<file path="src/rtl/frac_lut6_pkg.sv">
package frac_lut6_pkg;

    typedef enum logic [1:0] {
        GATE_PASS  = 2'b00,
        GATE_HIGH  = 2'b01,
        GATE_LOW   = 2'b10
    } gate_kind_e;

    function automatic int count_forced(input logic [11:0] map, input int k);
        int n;
        n = 0;
        for (int i = 0; i < k; i++) begin
            if (map[2*i +: 2] != GATE_PASS) n++;
        end
        return n;
    endfunction

    function automatic int mode_slot(input logic [11:0] map, input int pos);
        int n;
        n = 0;
        for (int i = 0; i < pos; i++) begin
            if (map[2*i +: 2] != GATE_PASS) n++;
        end
        return n;
    endfunction

endpackage

</file>
<file path="src/rtl/flut_cfg_chain.sv">
module flut_cfg_chain #(
    parameter int TABLE_W = 64,
    parameter int MODE_W  = 2,
    localparam int CHAIN_W = TABLE_W + MODE_W
) (
    input  logic               clk,
    input  logic               rst_n,
    input  logic               shift_en,
    input  logic               shift_in,
    output logic               shift_out,
    output logic [TABLE_W-1:0] table_bits,
    output logic [MODE_W-1:0]  mode_bits
);

    typedef struct packed {
        logic [CHAIN_W-1:0] sr;
    } chain_t;

    chain_t st_d, st_q;

    always_comb begin
        st_d = st_q;
        if (shift_en) begin
            st_d.sr = {st_q.sr[CHAIN_W-2:0], shift_in};
        end
    end

    always_ff @(posedge clk or negedge rst_n) begin
        if (!rst_n) begin
            st_q <= '0;
        end else begin
            st_q <= st_d;
        end
    end

    assign shift_out  = st_q.sr[CHAIN_W-1];
    assign table_bits = st_q.sr[CHAIN_W-1:MODE_W];
    assign mode_bits  = st_q.sr[MODE_W-1:0];

endmodule

</file>
<file path="src/rtl/flut_in_gate.sv">
module flut_in_gate
    import frac_lut6_pkg::*;
#(
    parameter int          K         = 6,
    parameter logic [11:0] FORCE_MAP = 12'b01_01_00_00_00_00,
    localparam int         MODE_W    = count_forced(FORCE_MAP, K)
) (
    input  logic [K-1:0]      raw_in,
    input  logic [MODE_W-1:0] mode_bits,
    output logic [K-1:0]      sel_out
);

    for (genvar i = 0; i < K; i++) begin : g_gate
        localparam logic [1:0] KIND = FORCE_MAP[2*i +: 2];
        localparam int         SLOT = mode_slot(FORCE_MAP, i);
        if (KIND == GATE_HIGH) begin : g_or
            assign sel_out[i] = raw_in[i] | mode_bits[SLOT];
        end else if (KIND == GATE_LOW) begin : g_and
            assign sel_out[i] = raw_in[i] & ~mode_bits[SLOT];
        end else begin : g_pass
            assign sel_out[i] = raw_in[i];
        end
    end

endmodule

</file>
<file path="src/rtl/flut_mux_tree.sv">
module flut_mux_tree #(
    parameter int K       = 6,
    parameter int TAP_LVL = 4,
    localparam int TABLE_W = 1 << K,
    localparam int TAP_N   = TABLE_W >> TAP_LVL
) (
    input  logic [TABLE_W-1:0] table_bits,
    input  logic [K-1:0]       sel,
    output logic               full_out,
    output logic [TAP_N-1:0]   taps
);

    for (genvar s = 0; s <= K; s++) begin : g_lvl
        localparam int N = TABLE_W >> s;
        logic [N-1:0] node;
        if (s == 0) begin : g_leaf
            assign node = table_bits;
        end else begin : g_stage
            for (genvar j = 0; j < N; j++) begin : g_mux
                assign node[j] = sel[s-1] ? g_lvl[s-1].node[2*j+1]
                                          : g_lvl[s-1].node[2*j];
            end
        end
    end

    assign full_out = g_lvl[K].node[0];
    assign taps     = g_lvl[TAP_LVL].node;

endmodule

</file>
<file path="src/rtl/flut_tap_sel.sv">
module flut_tap_sel #(
    parameter int TAP_N  = 4,
    parameter int FRAC_W = 2,
    parameter int TAP_MASK [FRAC_W] = '{0, 2}
) (
    input  logic [TAP_N-1:0]  taps,
    output logic [FRAC_W-1:0] frac
);

    for (genvar i = 0; i < FRAC_W; i++) begin : g_pick
        assign frac[i] = taps[TAP_MASK[i]];
    end

endmodule

</file>
<file path="src/rtl/frac_lut6.sv">
module frac_lut6
    import frac_lut6_pkg::*;
#(
    parameter int          K         = 6,
    parameter int          TAP_LVL   = 4,
    parameter logic [11:0] FORCE_MAP = 12'b01_01_00_00_00_00,
    parameter int          FRAC_W    = 2,
    parameter int          TAP_MASK [FRAC_W] = '{0, 2},
    localparam int         TABLE_W   = 1 << K,
    localparam int         MODE_W    = count_forced(FORCE_MAP, K),
    localparam int         TAP_N     = TABLE_W >> TAP_LVL
) (
    input  logic              clk,
    input  logic              rst_n,
    input  logic              cfg_en,
    input  logic              cfg_in,
    output logic              cfg_out,
    input  logic [K-1:0]      lut_in,
    output logic              lut_out,
    output logic [FRAC_W-1:0] frac_out
);

    logic [TABLE_W-1:0] table_q;
    logic [MODE_W-1:0]  mode_q;
    logic [K-1:0]       sel;
    logic [TAP_N-1:0]   taps;

    flut_cfg_chain #(
        .TABLE_W (TABLE_W),
        .MODE_W  (MODE_W)
    ) u_chain (
        .clk        (clk),
        .rst_n      (rst_n),
        .shift_en   (cfg_en),
        .shift_in   (cfg_in),
        .shift_out  (cfg_out),
        .table_bits (table_q),
        .mode_bits  (mode_q)
    );

    flut_in_gate #(
        .K         (K),
        .FORCE_MAP (FORCE_MAP)
    ) u_gate (
        .raw_in    (lut_in),
        .mode_bits (mode_q),
        .sel_out   (sel)
    );

    flut_mux_tree #(
        .K       (K),
        .TAP_LVL (TAP_LVL)
    ) u_tree (
        .table_bits (table_q),
        .sel        (sel),
        .full_out   (lut_out),
        .taps       (taps)
    );

    flut_tap_sel #(
        .TAP_N    (TAP_N),
        .FRAC_W   (FRAC_W),
        .TAP_MASK (TAP_MASK)
    ) u_pick (
        .taps (taps),
        .frac (frac_out)
    );

endmodule

</file>
<file path="config.mk">
export PLATFORM = sky130hd
export DESIGN_NAME = frac_lut6
export DESIGN_NICKNAME = d
export VERILOG_FILES = /design/src/rtl/frac_lut6_pkg.sv /design/src/rtl/flut_cfg_chain.sv /design/src/rtl/flut_in_gate.sv /design/src/rtl/flut_mux_tree.sv /design/src/rtl/flut_tap_sel.sv /design/src/rtl/frac_lut6.sv
export SDC_FILE = /design/constraint.sdc
export NUM_CORES = 1
export LEC_CHECK = 0
export BUFFER_PORTS_ARGS = -buffer_cell sky130_fd_sc_hd__buf_2
export CAP_MARGIN = 20
export CELL_PAD_IN_SITES_DETAIL_PLACEMENT = 1
export CELL_PAD_IN_SITES_GLOBAL_PLACEMENT = 1
export CORE_MARGIN = 1.5
export CORE_UTILIZATION = 40
export DETAILED_ROUTE_END_ITERATION = 6
export HOLD_SLACK_MARGIN = 0.06
export PLACE_DENSITY_LB_ADDON = 0.1
export SLEW_MARGIN = 10
export SYNTH_ARGS = -nofsm -noshare
export SYNTH_HDL_FRONTEND = slang
export SYNTH_HIERARCHICAL = 1
export SYNTH_SLANG_ARGS = --single-unit
</file>
<file path="constraint.sdc">
create_clock -name clk -period 2.9 [get_ports clk]
set_input_delay 0.29 -clock clk [delete_from_list [all_inputs] [get_ports clk]]
set_output_delay 0.29 -clock clk [all_outputs]
set_load 0.05 [all_outputs]
</file>
==> results.cfg, run 1 <==
[placed_design]
port_buffers = 13
dpl_cell_area_mm2 = 0.00331
dp_hpwl_um = 3870
globalplace.congestion = 0.732
dp.cells = 288

[cts]
cts_made_buffers = 9
cts.path.max_buffers = 2
clk_latency_ns = 0.33
cts_htree_levels = 3
ctsHoldBuffers = 1
cts_tree = yes
cts_root_buffer = clkbuf_8
post_cts_resized = 0
post_cts_buffers = 0
numClockSinks = 66
cts.clk_slew.worst_paths_ns = 0.07

[cells_and_area]
drive_gt1_share_pct = 48.8
layoutNonFillerInstCount = 305
top_register = u_chain/st_q
fin_nets = 208
n_antenna_cell = 0
stdcell_area_mm2 = 0.00354
post-route-util_pct = 45.3
largest_reg_flops = 66
top_regs = u_chain/st_q x66
area_delta_synth_final_pct = 8.81

[sta]
finClkSkew_ns = 0.00597
slew_headroom_pct = 31.7
worstMarginPinSlew_ns = 1.03
drv_slew = 0
final.setup.tns_ns = 0
final.period_utilization_pct = 90.9
fin_crit_ns = 2.64
setup_violations = 0
rsz0062_at_grt = false
max_freq_ghz = 0.379
hold_violations = 0

[power]
pwr-share-comb_pct = 17.1
p_total_uw = 2480
clkPwrFrac_pct = 33.4
power.density_mw_per_mm2 = 702
power_frac_seq_pct = 49.5
power_switching_uw = 630
netSwitchingFraction_pct = 25.4
irDropWorstVdd_uv = 278
leakage_uw = 0.00172
p_int_uw = 1850

[die]
dieWidth_um = 93.2
fp-row-count = 32
ios = 14
initial_core_util_pct = 41.7
coreArea_mm2 = 0.00781
dieArea_mm2 = 0.00868
die_y_um = 93.2

[worst_setup_path]
path_delay_family = multiplexers
r2r_cells = 1
path_cells = mux4_1 -> a22oi_1 -> nand3_1 -> mux4_2 -> buf_2
worstSetupStartpointType = flip-flop
end_kind = primary output
cp_num_buf_inv = 1
startpoint = u_chain/st_q[35]
worstPathRequired_ns = 2.61
max_stage_delay_ns = 0.53
crit_fanout = 3
worstPathArrival_ns = 2.35
path_depth = 5
critPathKind = reg -> out
reg2reg_from = u_chain/st_q[24]
cpMaxStageDelayCell = mux4_1

[yosys]
synthesis.area_mm2 = 0.00325
syn_nets = 198
syn_inst = 188
ys_seq_area_share_pct = 50.8
synth_cell_type_count = 16
synth.yosys.warnings = 6
synth_area_per_cell_um2 = 17.3
ys_seq_elements = 66

[flow_run]
drv_cap = 0

[detailed_routing]
first_pass_iters = 4
postRouteAntennaNets = 0
wl_um = 6030
drc = 0
avgViaCountPerCell = 5.35
vias = 1632
wl_per_cell_um = 19.8
drt-initial-drc-count = 36

[global_route]
grt_pass1_wl_um = 10300
antenna_found_initial = 0
grt-ovfl-total = 0
grt_pass1_vias = 1865
gr-usage-all-layers_pct = 15.9
grt_max_degree = 67

[outcome]
status = completed

[worst_hold_path]
hold_depth = 2
min-delay-start = cfg_in
hp-class = in -> reg
-- cells in the final DEF, fill, tap and decap left out, drive strengths merged --
| cell | n |
|---|---|
| nor2 | 1 |
| buf | 16 |
| clkbuf | 15 |
| a22oi | 4 |
| mux2 | 66 |
| dlygate4sd3 | 1 |
| dfrtp | 66 |
| nand2 | 4 |
| nand3 | 8 |
| bufinv | 1 |
| mux4 | 17 |
| or2 | 2 |
| nor2b | 2 |
-- through the flow --
stage,hold WS (ns),worst slack [ns]
floorplan,-0.00559,0.519
detailed placement,0.303,0.239
CTS,0.163,0.224
global placement,0.281,0.280
global route,0.167,0.131
finish,0.183,0.263
-- synth_stat cells --
cell type / count / area [um^2]
buf_2: 2 / 10.0
nand3_1: 8 / 40.0
buf_6: 6 / 67.6
buf_4: 7 / 52.6
dfrtp_1: 66 / 1650
a22oi_1: 4 / 30.0
clkbuf_1: 2 / 7.51
mux2_4: 40 / 601
mux4_2: 3 / 67.6
mux2_2: 26 / 293
nor2_1: 1 / 3.75
nand2_1: 4 / 15.0
or2_1: 2 / 12.5
buf_12: 1 / 20.0
nor2b_1: 2 / 12.5
mux4_1: 14 / 368
-- power by group through the flow --
stage | Clock (uW) | Combinational (uW) | Sequential (uW)
2_1_floorplan | 0 | 373 | 1190
3_3_place_gp | 0 | 410 | 1230
3_5_place_dp | 0 | 424 | 1250
4_1_cts | 861 | 430 | 1230
5_1_grt | 897 | 459 | 1260
6_report | 830 | 425 | 1230
-- path summary, 6_finish.rpt --
check	endpoint	slack, ns
max	lut_out	0.26
min	u_chain/st_q[0]	0.18
max reg2reg	u_chain/st_q[24]	2.09
min reg2reg	u_chain/st_q[10]	0.53
max in group asynchronous	u_chain/st_q[40]	1.48
min in group asynchronous	u_chain/st_q[2]	0.47
-- area by class of cell --
| class | instances | area [um^2] |
|---|---|---|
| clock buffer | 15 | 186 |
| fill | 778 | 4270 |
| sequential | 66 | 1650 |
| timing repair buffer | 17 | 100 |
| clock inverter | 1 | 30.0 |
| multi-input combinational | 104 | 1440 |
| tap | 102 | 128 |
-- cell families after synthesis --
family,count (synthesis),synth area share (%)
buffers and inverters,18,4.85
AOI/OAI and AO/OA,4,0.923
muxes,83,40.9
and+or+nand+nor,17,2.58
DFF,66,50.8
-- metal layers --
layer,part of all wire [%],GRT usage [%],up-vias
li1,-,-,725
met2,48,25.0,23
met1,47,21.0,875
met5,0,0,-
met3,3.3,4.80,9
met4,1.7,5.43,0
Note: power is estimated with default switching activity, not from simulation.
==> run 2: changes to the inputs <==
--- a/config.mk
+++ b/config.mk
@@ -14,6 +14,8 @@
 export DETAILED_ROUTE_END_ITERATION = 6
 export HOLD_SLACK_MARGIN = 0.06
 export PLACE_DENSITY_LB_ADDON = 0.1
+export RECOVER_POWER = 25
+export REMOVE_ABC_BUFFERS = 1
 export SLEW_MARGIN = 10
 export SYNTH_ARGS = -nofsm -noshare
 export SYNTH_HDL_FRONTEND = slang
==> run 2 against run 1 <==
- the flow now finishes with violations (max-capacitance violations, max-slew violations)
- global-route usage fell by 0.44 points
- critical path depth did not move
- largest cell class unchanged
- power fell by 7.4%
- clock power fell by 22%
- register-to-register slack barely moved
==> results.cfg, run 2 (synthesis gave the netlist of run 1 again) <==
[outcome]
status = complete, but fails checks
violations = max-capacitance violations, max-slew violations

[worst_hold_path]
min_to = u_chain/st_q[0]
hold_depth = 2
min-delay-start = cfg_in
hp-class = in -> reg

[power]
irDropWorstVdd_uv = 262
power.density_mw_per_mm2 = 658
leakage_uw = 0.00171

[global_route]
grt_max_degree = 67
gr-usage-all-layers_pct = 15.5
antenna_found_initial = 0
grt_pass1_wl_um = 9810
grt_pass1_vias = 1813
grt-ovfl-total = 0

[sta]
final.setup.tns_ns = 0
drv_slew = 67
slew_headroom_pct = -7.68
final.period_utilization_pct = 89.3
hold_violations = 0
finClkSkew_ns = 0.00502
worstMarginPinSlew_ns = 1.62
fin_crit_ns = 2.59
rsz0062_at_grt = false
setup_violations = 0
max_freq_ghz = 0.386

[cts]
post_cts_resized = 0
cts.path.max_buffers = 2
clk_latency_ns = 0.33
cts_root_buffer = clkbuf_8
numClockSinks = 66
ctsHoldBuffers = 0
cts_tree = yes
post_cts_buffers = 0
cts_made_buffers = 9
cts.clk_slew.worst_paths_ns = 0.07
cts_htree_levels = 3

[worst_setup_path]
end_kind = primary output
r2r_cells = 1
reg2reg_from = u_chain/st_q[50]
worstSetupStartpointType = flip-flop
worstPathArrival_ns = 2.30
rrSetupSlack_ns = 2.10
worstPathRequired_ns = 2.61
r2r-end = u_chain/st_q[50]
critPathKind = reg -> out
crit_fanout = 3

[flow_run]
drv_cap = 1

[die]
dieArea_mm2 = 0.00868
dieWidth_um = 93.2
ios = 14
coreArea_mm2 = 0.00781
initial_core_util_pct = 41.7
die_y_um = 93.2
fp-row-count = 32

[cells_and_area]
drive_gt1_share_pct = 48.8
final_common_cell = dfrtp_1
top_register = u_chain/st_q
fin_nets = 208
post-route-util_pct = 44.7
layoutNonFillerInstCount = 305
top_regs = u_chain/st_q x66
n_antenna_cell = 0
nFillCells = 775
area_delta_synth_final_pct = 7.43
largest_reg_flops = 66
layout_common_cells = dfrtp_1, mux2_4, mux2_2

[placed_design]
dp.cells = 289
port_buffers = 13
dp_hpwl_um = 3700
globalplace.congestion = 0.715

[detailed_routing]
drc = 0
first_pass_iters = 4
wl_per_cell_um = 19.2
vias = 1634
avgViaCountPerCell = 5.36
drt-initial-drc-count = 36
wl_um = 5860
postRouteAntennaNets = 0
run 2: area by class of cell:
class / instances / area, um^2 / share of cell area [%]
Clock buffer: 13 / 149 / 4.26
Clock inverter: 3 / 15.0 / 0.430
Multi-Input combinational cell: 104 / 1440 / 41.3
Sequential cell: 66 / 1650 / 47.3
Tap cell: 102 / 128 / 3.65
Timing Repair Buffer: 17 / 108 / 3.08
run 2: metal layers:
layer | track usage, % | part of all wire [%] | routed length (um)
met5 | 0 | 0 | 0
met4 | 6.82 | 0.97 | 57
met3 | 3.66 | 2.9 | 170
met2 | 23.3 | 48 | 2830
met1 | 21.3 | 48 | 2800
run 2: worst max path at each step:
stage                          to        startpoint  slack (ns)  depth (start not counted)
after floorplan           lut_out  u_chain/st_q[35]        0.37                          4
final                     lut_out  u_chain/st_q[34]        0.31                          5
after global routing      lut_out  u_chain/st_q[34]        0.18                          5
after global placement    lut_out         lut_in[0]        0.44                          7
after detailed placement  lut_out         lut_in[0]        0.40                          7
after CTS                 lut_out  u_chain/st_q[34]        0.29                          5
run 2: worst max-delay path, stage by stage, from the launching register on:
cell and delay, ns:
dfrtp_1 0.41, mux4_1 0.49, a22oi_1 0.20, nand3_1 0.14, mux4_2 0.50, buf_2 0.23
run 2: power breakdown:
| part | switching [uW] | internal (uW) | leakage (uW) |
|---|---|---|---|
| logic | 164 | 265 | 0.000747 |
| registers | 127 | 1100 | 0.000873 |
| clock network | 316 | 330 | 0.0000872 |
run 2: metrics by stage:
step	cell area, um^2	total power (uW)	worst slack [ns]	hold slack [ns]
detailed placement	3330	1680	0.399	0.509
CTS	3500	2350	0.285	0.167
floorplan	3090	1510	0.374	-0.00559
global route	3490	2450	0.184	0.188
finish	3490	2300	0.311	0.206
global placement	3330	1650	0.444	0.503
==> run 3: changes to the inputs <==
--- a/config.mk
+++ b/config.mk
@@ -9,6 +9,7 @@
 export CAP_MARGIN = 20
 export CELL_PAD_IN_SITES_DETAIL_PLACEMENT = 1
 export CELL_PAD_IN_SITES_GLOBAL_PLACEMENT = 1
+export CORE_ASPECT_RATIO = 2
 export CORE_MARGIN = 1.5
 export CORE_UTILIZATION = 40
 export DETAILED_ROUTE_END_ITERATION = 6
==> run 3 against run 2 <==
- the run still ends with max-capacitance violations, max-slew violations left
- global-route usage is 0.80 points higher
- cell count is 2.0% lower
- largest power group unchanged
- largest cell class unchanged
- combinational power is 2% higher
- fmax is 2.0% lower
- sequential cell count stayed put
- first-iteration DRC count grew to 3.5 times the previous value
==> results.cfg, run 3 (synthesis gave the netlist of run 1 again) <==
[outcome]
status = complete, but fails checks
violations = max-capacitance violations, max-slew violations

[cells_and_area]
layout_common_cells = dfrtp_1, mux2_4, mux2_2
area_delta_synth_final_pct = 12.0
n_antenna_cell = 0
final_common_cell = dfrtp_1
fin_nets = 208
largest_reg_flops = 66
top_register = u_chain/st_q
post-route-util_pct = 46.2
drive_gt1_share_pct = 50.2
top_regs = u_chain/st_q x66

[sta]
fin_ws_ns = 0.258
final.period_utilization_pct = 91.1
max_freq_ghz = 0.378
slew_headroom_pct = -6.69
final.setup.tns_ns = 0
finClkSkew_ns = 0.00472
worstMarginPinSlew_ns = 1.60
hold_slack_ns = 0.198
fin_crit_ns = 2.64
setup_violations = 0
drv_slew = 67
hold_violations = 0
rsz0062_at_grt = false

[cts]
post_cts_resized = 0
ctsHoldBuffers = 0
cts_made_buffers = 9
cts.clk_slew.worst_paths_ns = 0.05
cts_tree = yes
numClockSinks = 66
post_cts_buffers = 0
cts.path.max_buffers = 2
clk_latency_ns = 0.33
cts_root_buffer = clkbuf_16
cts_htree_levels = 3

[worst_hold_path]
min-delay-start = cfg_in
hp-class = in -> reg
min_to = u_chain/st_q[0]
hold_depth = 2

[die]
dieWidth_um = 66.8
initial_core_util_pct = 41.2
dieArea_mm2 = 0.00871
ios = 14
die_y_um = 131
fp-row-count = 46
coreArea_mm2 = 0.00789

[detailed_routing]
drc = 0
avgViaCountPerCell = 5.39
vias = 1612
first_pass_iters = 4
wl_per_cell_um = 20.4
wl_um = 6110
postRouteAntennaNets = 0
drt-initial-drc-count = 127

[worst_setup_path]
worstPathArrival_ns = 2.35
path_common_cell = buf_2
reg2reg_from = u_chain/st_q[45]
crit_fanout = 12
worstPathRequired_ns = 2.61
r2r_cells = 1
rrSetupSlack_ns = 2.09
max_stage_delay_ns = 0.66
r2r-end = u_chain/st_q[45]
cpMaxStageDelayCell = mux4_1
end_kind = primary output
critPathKind = in -> out
path_cells = buf_2 -> mux4_1 -> a22oi_1 -> nand3_1 -> mux4_2 -> buf_2
worstSetupStartpointType = input port

[global_route]
grt_pass1_wl_um = 10100
grt_max_degree = 67
grt_pass1_vias = 1857
gr-usage-all-layers_pct = 16.3
grt-ovfl-total = 0
antenna_found_initial = 0

[power]
p_total_uw = 2810
irDropWorstVdd_uv = 487
power.density_mw_per_mm2 = 772
p_int_uw = 2110
pwr-share-comb_pct = 15.5
netSwitchingFraction_pct = 24.8
power_switching_uw = 697
power_frac_seq_pct = 43.6
leakage_uw = 0.00177
clkPwrFrac_pct = 40.9

[placed_design]
globalplace.congestion = 0.714
port_buffers = 13
place_worst_setup_slack_ns = 0.238
dp_hpwl_um = 4040

[flow_run]
drv_cap = 1
[run 3: power by group through the flow]
| stage | clock network, uW | registers [uW] | logic [uW] |
|---|---|---|---|
| finish | 1150 | 1230 | 436 |
| global route | 1220 | 1260 | 471 |
| CTS | 1180 | 1230 | 444 |
| detailed placement | 0 | 1250 | 443 |
| global placement | 0 | 1230 | 427 |
| floorplan | 0 | 1190 | 323 |
[run 3: stage by stage]
| stage | area (um^2) | std cells |
|---|---|---|
| 2_1_floorplan | 3090 | 170 |
| 3_3_place_gp | 3320 | 283 |
| 3_5_place_dp | 3320 | 283 |
| 4_1_cts | 3640 | 299 |
| 5_1_grt | 3640 | 299 |
| 6_report | 3640 | 299 |
[run 3: area by class of cell]
class	instances	area, um^2
Sequential cell	66	1650
Fill cell	757	4240
Timing Repair Buffer	17	108
Tap cell	96	120
Clock inverter	7	93.8
Multi-Input combinational cell	104	1440
Clock buffer	9	225
[run 3: metal layers]
metal  global-route usage (%)  wire, um  share of wire, %  vias to the layer above
met4                     9.00        94               1.5                        0
li1                         -         -                 -                      725
met5                        0         0                 0                        -
met3                     3.34       163               2.7                        7
met1                     18.5      2440                40                      858
met2                     27.9      3410                56                       22
[run 3: worst max-delay path by stage]
stage | startpoint | to | cells past startpoint
floorplan | u_chain/st_q[35] | lut_out | 4
global placement | lut_in[0] | lut_out | 7
detailed placement | lut_in[0] | lut_out | 6
CTS | lut_in[0] | lut_out | 6
global route | lut_in[0] | lut_out | 6
finish | lut_in[0] | lut_out | 6
[run 3: worst max-delay path: cells and delay by family]
kind	cells	cell delay (ns)
AO/OA/AOI/OAI	1	0.23
buffers and inverters	2	0.56
AND/OR/NAND/NOR	1	0.13
multiplexers	2	1.13
